File: config.mk
export PLATFORM = sky130hd
export DESIGN_NAME = gf4k_mul
export DESIGN_NICKNAME = d
export VERILOG_FILES = /design/src/rtl/gf4k_pkg.sv /design/src/rtl/gf64_mul.sv /design/src/rtl/gf4k_operand_sel.sv /design/src/rtl/gf4k_tower_core.sv /design/src/rtl/gf4k_mul.sv
export SDC_FILE = /design/constraint.sdc
export NUM_CORES = 1
export LEC_CHECK = 0
export BUFFER_PORTS_ARGS = -buffer_cell sky130_fd_sc_hd__buf_4
export CAP_MARGIN = 20
export CORE_UTILIZATION = 55
export DETAILED_ROUTE_END_ITERATION = 12
export PLACE_DENSITY = 0.84
export SYNTH_ARGS = -nofsm -noshare
export SYNTH_HDL_FRONTEND = slang
export SYNTH_SLANG_ARGS = --single-unit
File: constraint.sdc
create_clock -name clk -period 6.53 [get_ports clk]
set_input_delay 1.306 -clock clk [delete_from_list [all_inputs] [get_ports clk]]
set_output_delay 1.306 -clock clk [all_outputs]
set_load 0.03 [all_outputs]
File: src/rtl/gf4k_pkg.sv
package gf4k_pkg;

    // Digit and element widths of the tower field
    localparam int HALF_W = 6;
    localparam int ELEM_W = 2 * HALF_W;

    // x^6 + x + 1 without its leading term
    localparam logic [HALF_W-1:0] BASE_POLY_LO = 6'h03;

    // Constant term of the quadratic extension
    localparam logic [HALF_W-1:0] TOWER_K = 6'h21;

    // Fixed multiplier of the generator step
    localparam logic [ELEM_W-1:0] GEN_K = 12'hE01;

    // Value returned for a zero generator-step input
    localparam logic [ELEM_W-1:0] GEN_ZERO_OUT = 12'h001;

    typedef enum logic {
        MUL_GENERAL = 1'b0,
        MUL_GENSTEP = 1'b1
    } mul_mode_e;

    typedef struct packed {
        logic [HALF_W-1:0] hi;
        logic [HALF_W-1:0] lo;
    } gf4k_elem_t;

    typedef struct packed {
        gf4k_elem_t a;
        gf4k_elem_t b;
        logic       force_one;
    } mul_req_t;

    // Multiply a base-field digit by x, folding back bit 6
    function automatic logic [HALF_W-1:0] base_xtime(input logic [HALF_W-1:0] v);
        logic [HALF_W-1:0] s;
        s = {v[HALF_W-2:0], 1'b0};
        if (v[HALF_W-1]) begin
            s = s ^ BASE_POLY_LO;
        end
        return s;
    endfunction

endpackage

File: src/rtl/gf64_mul.sv
module gf64_mul
    import gf4k_pkg::*;
#(
    parameter int W = HALF_W
) (
    input  logic [W-1:0] x,
    input  logic [W-1:0] y,
    output logic [W-1:0] z
);
    // Shift-and-add over W stages; stage k holds y * x^k
    logic [W-1:0] shifted [W+1];
    logic [W-1:0] acc     [W+1];

    assign shifted[0] = y;
    assign acc[0]     = '0;

    for (genvar k = 0; k < W; k++) begin : g_stage
        assign shifted[k+1] = base_xtime(shifted[k]);
        assign acc[k+1]     = acc[k] ^ (x[k] ? shifted[k] : '0);
    end

    assign z = acc[W];
endmodule

File: src/rtl/gf4k_operand_sel.sv
module gf4k_operand_sel
    import gf4k_pkg::*;
(
    input  logic             mode,
    input  logic [ELEM_W-1:0] op_a,
    input  logic [ELEM_W-1:0] op_b,
    output mul_req_t         req
);
    mul_mode_e md;

    always_comb begin
        md            = mul_mode_e'(mode);
        req.a         = gf4k_elem_t'(op_a);
        req.b         = gf4k_elem_t'(op_b);
        req.force_one = 1'b0;
        if (md == MUL_GENSTEP) begin
            req.b         = gf4k_elem_t'(GEN_K);
            req.force_one = (op_a == '0);
        end
    end
endmodule

File: src/rtl/gf4k_tower_core.sv
module gf4k_tower_core
    import gf4k_pkg::*;
(
    input  mul_req_t          req,
    output logic [ELEM_W-1:0] prod
);
    logic [HALF_W-1:0] sum_a, sum_b;
    logic [HALF_W-1:0] m_cross, m_low, m_high, m_scaled;
    gf4k_elem_t        res;

    assign sum_a = req.a.hi ^ req.a.lo;
    assign sum_b = req.b.hi ^ req.b.lo;

    gf64_mul #(.W(HALF_W)) u_cross (.x(sum_a),    .y(sum_b),    .z(m_cross));
    gf64_mul #(.W(HALF_W)) u_low   (.x(req.a.lo), .y(req.b.lo), .z(m_low));
    gf64_mul #(.W(HALF_W)) u_high  (.x(req.a.hi), .y(req.b.hi), .z(m_high));
    gf64_mul #(.W(HALF_W)) u_scale (.x(m_high),   .y(TOWER_K),  .z(m_scaled));

    always_comb begin
        res.hi = m_cross ^ m_low;
        res.lo = m_scaled ^ m_low;
        prod   = req.force_one ? GEN_ZERO_OUT : ELEM_W'(res);
    end
endmodule

File: src/rtl/gf4k_mul.sv
module gf4k_mul
    import gf4k_pkg::*;
#(
    parameter bit REGISTERED = 1'b1
) (
    input  logic              clk,
    input  logic              rst,
    input  logic              in_valid,
    input  logic              mode,
    input  logic [ELEM_W-1:0] op_a,
    input  logic [ELEM_W-1:0] op_b,
    output logic              out_valid,
    output logic [ELEM_W-1:0] product
);
    mul_req_t          req;
    logic [ELEM_W-1:0] comb_prod;

    gf4k_operand_sel u_sel (
        .mode (mode),
        .op_a (op_a),
        .op_b (op_b),
        .req  (req)
    );

    gf4k_tower_core u_core (
        .req  (req),
        .prod (comb_prod)
    );

    if (REGISTERED) begin : g_reg
        logic              v_q;
        logic [ELEM_W-1:0] p_q;
        always_ff @(posedge clk) begin
            if (rst) begin
                v_q <= 1'b0;
                p_q <= '0;
            end else begin
                v_q <= in_valid;
                if (in_valid) begin
                    p_q <= comb_prod;
                end
            end
        end
        assign out_valid = v_q;
        assign product   = p_q;
    end else begin : g_comb
        assign out_valid = in_valid;
        assign product   = comb_prod;
    end
endmodule

==> qor.txt <==
Status = completed
Hold Path End = product[9]
Post-DRT Antenna Nets = 0
Crit path max fanout = 21
Final Setup Violations = 0
WP buf/inv = 1
# DRC = 0
Drt first-iter violations = 293
Combinational fraction of design power = 70.0%
Skew-Pair Late Insertion Delay = 240 ps
Setup crit end kind = flip-flop
Max Slew Vio Count = 0
Row count = 26
H-tree depth = 1
Critical R2R Launch = product[4]
Critical path class = in -> reg
Req. time, crit path = 6660 ps
Die Y = 76.6 um
Root Buffer Master = clkbuf_8
Design area = 3300 sq um
Reg clk slew, reported paths = 50 ps
Fill cell count = 493
Worst-margin pin slew = 858 ps
RSZ-0062 raised after global routing = no
Int Power = 0.324 mW
Core Util, Final = 62.9%
Post-DP HPWL = 5.61 mm
Final Hold Fails = 0
Area of the multi-input gates = 2580 sq um
WP depth = 9
Finished Layout Cells = 518
Met1 GRT Util = 37.6%
Setup Slack @ Placement = 2900 ps
Synth Instances = 444
Die width = 76.6 um
Layout cell share with drive strength beyond 1 = 13.4%
Clock share of power = 11.9%
Switching share of power = 44.5%
IO Pins = 41
GP Congestion = 0.908
Via count = 3081
Yosys Warn Count = 0
Mapped Avg Cell Area = 6.90 sq um
Vias in the first global route = 2747
Initial Util = 58.5%
Max_slew headroom = 42.0%
Vias/cell = 5.95
Hold-fix buffers, CTS = 0
Clock tree buffer depth = 2
Overall routing resource usage = 26.6%
TritonCTS clock tree = done
# diodes = 0
FFs w/ async S/R, synth = 0%
Gr busiest metal = met2
GR Util met2 = 42.4%
Crit. Startpoint = op_b[9]
Min-Delay Path Class = reg -> reg
Crit share post-route = 52.0%
Synth Net Count = 472
PostCTS Resize Cnt = 0
R2r worst-path depth = 3
Peak supply drop = 0.136 mV
Min-Delay Path Depth = 1
CP arrival = 3530 ps
#FFs+latches synth = 13
Initial antenna violation count = 0
Hold slack = 474 ps
Clk sinks = 13
Startpoint types = input port
Area grow syn2layout = 7.55%
Core ar. = 5240 sq um
Final setup margin = 3130 ps
Reg2Reg Setup Slack = 5830 ps
Register area = 260 sq um
Grt total ovfl = 0
# Post-CTS Setup Buffers = 0
Largest net degree at the start of global routing = 51
Max-cap viol count = 0
Register share of total power = 18.1%
Slowest cell on the critical path = or4_4
Top delay family on crit path = compound AO/OA/AOI/OAI gates
Switching Power = 0.259 mW
Min-Delay Startpoint = product[9]
R2R Path End = product[4]
Cell variety after synth = 64
Lkg Pwr = 1.30 nW
Power per Cell Area = 177 nW/um^2
Clock skew after layout = 0 ps
First-pass GRT wire length = 13.1 mm
Die area = 5870 sq um
Worst-path cell chain = buf_4 > o22a_1 > o22ai_2 > o311a_1 > nor2_2 > mux2_4 > or4_4 > xor2_1 > a22o_1
Sequential area share after synthesis = 8.49%
Post-synth EDFFs = 0
Maximum clock frequency = 294 MHz
Num CTS Buffers = 3
Setup tns final = 0 ps
Main flop type after synthesis = dfxtp_1
Synthesized area = 3060 sq um
Area after DPL = 3250 sq um
Max incr delay on CP = 530 ps
Layout Nets = 477
Final worst path period need = 3400 ps
Design Power = 0.583 mW
Placed Instances = 514
Avg WL per Cell = 14.7 um
PortBufs = 40
Met3 Use GR = 2.63%
DR pass1 iterations = 5
Routed wire length = 7.61 mm
## power by group through the flow
stage | logic (mW) | registers (mW) | clock network (mW)
2_1_floorplan | 0.289 | 0.139 | 0
4_1_cts | 0.406 | 0.105 | 0.0715
6_report | 0.408 | 0.105 | 0.0694
3_5_place_dp | 0.405 | 0.107 | 0
3_3_place_gp | 0.395 | 0.106 | 0
5_1_grt | 0.445 | 0.108 | 0.0737
## area by class of cell
cell class	instances	share of cell area [%]
clock buffer	4	1.37
inverter	6	0.683
multi-input combinational	385	78.3
sequential	13	7.90
tap	70	2.66
timing repair buffer	40	9.11
## layout by cell type, fill, tap and decap left out, types with 3 or more instances in the layout
cell       n
or2_1      3
nand2b_1  14
nand2_1   58
a22oi_1    3
clkbuf_8   3
dfxtp_1   13
and2_1     4
nor2b_1    5
a21oi_1   19
xor2_1    27
a22o_1     9
or3_1      3
nor2_1    47
a221oi_1   3
and3_1     4
o211ai_1   3
mux2_2     4
xnor2_1   65
a211oi_1   7
nand3_1   13
buf_4     40
o21ai_0   14
o22ai_1    5
nand4_1    6
nor3_1    14
o31ai_1    4
mux2i_1    6
inv_1      6
## cells in the mapped netlist, drive strengths merged, types with 2 or more instances
library cell	number	area, sq um
a2111oi	3	45.1
a211oi	7	52.6
a21boi	2	18.8
a21oi	19	95.1
a221oi	3	26.3
a22o	9	78.8
a22oi	3	22.5
a31o	2	17.5
a31oi	2	12.5
and2	4	25.0
and3	4	25.0
buf	26	149
clkbuf	14	52.6
dfxtp	13	260
inv	6	22.5
mux2	5	60.1
mux2i	6	60.1
nand2	58	218
nand2b	14	87.6
nand3	13	65.1
nand3b	2	15.0
nand4	6	37.5
nand4b	2	17.5
nor2	48	183
nor2b	5	31.3
nor3	14	70.1
o211ai	3	22.5
o21ai	15	78.8
o21bai	2	15.0
o221ai	2	17.5
o22a	2	17.5
o22ai	6	43.8
o31ai	4	30.0
o41ai	2	17.5
or2	5	31.3
or3	3	18.8
xnor2	65	569
xnor3	2	45.0
xor2	29	269
## metal layers
metal	vias up	part of all wire (%)	wire, um
li1	1543	-	-
met1	1401	45	3450
met2	126	46	3480
met3	11	7.4	560
met4	0	1.6	119
met5	-	0	0
## logic make-up (layout without fill, tap and decap cells)
logic type      Yosys count  count (layout)  synth area share (%)
simple gates            182             182                  28.0
xor+xnor                 97              97                  29.6
compound gates           95              95                  22.7
buf+inv                  46              50                  7.31
flops                    13              13                  8.49
mux                      11              11                  3.92
## how the worst max path moves through the flow
stage	slack [ps]	to
2_1_floorplan	3100	product[1]
3_3_place_gp	2930	product[1]
3_5_place_dp	2900	product[1]
4_1_cts	3150	product[1]
5_1_grt	2980	product[5]
6_report	3130	product[1]
## sequential cells by signal (all words and copies together), names as in the netlist
register,flops
product,12
out_valid,1
Note: power is estimated with default switching activity, not from simulation.
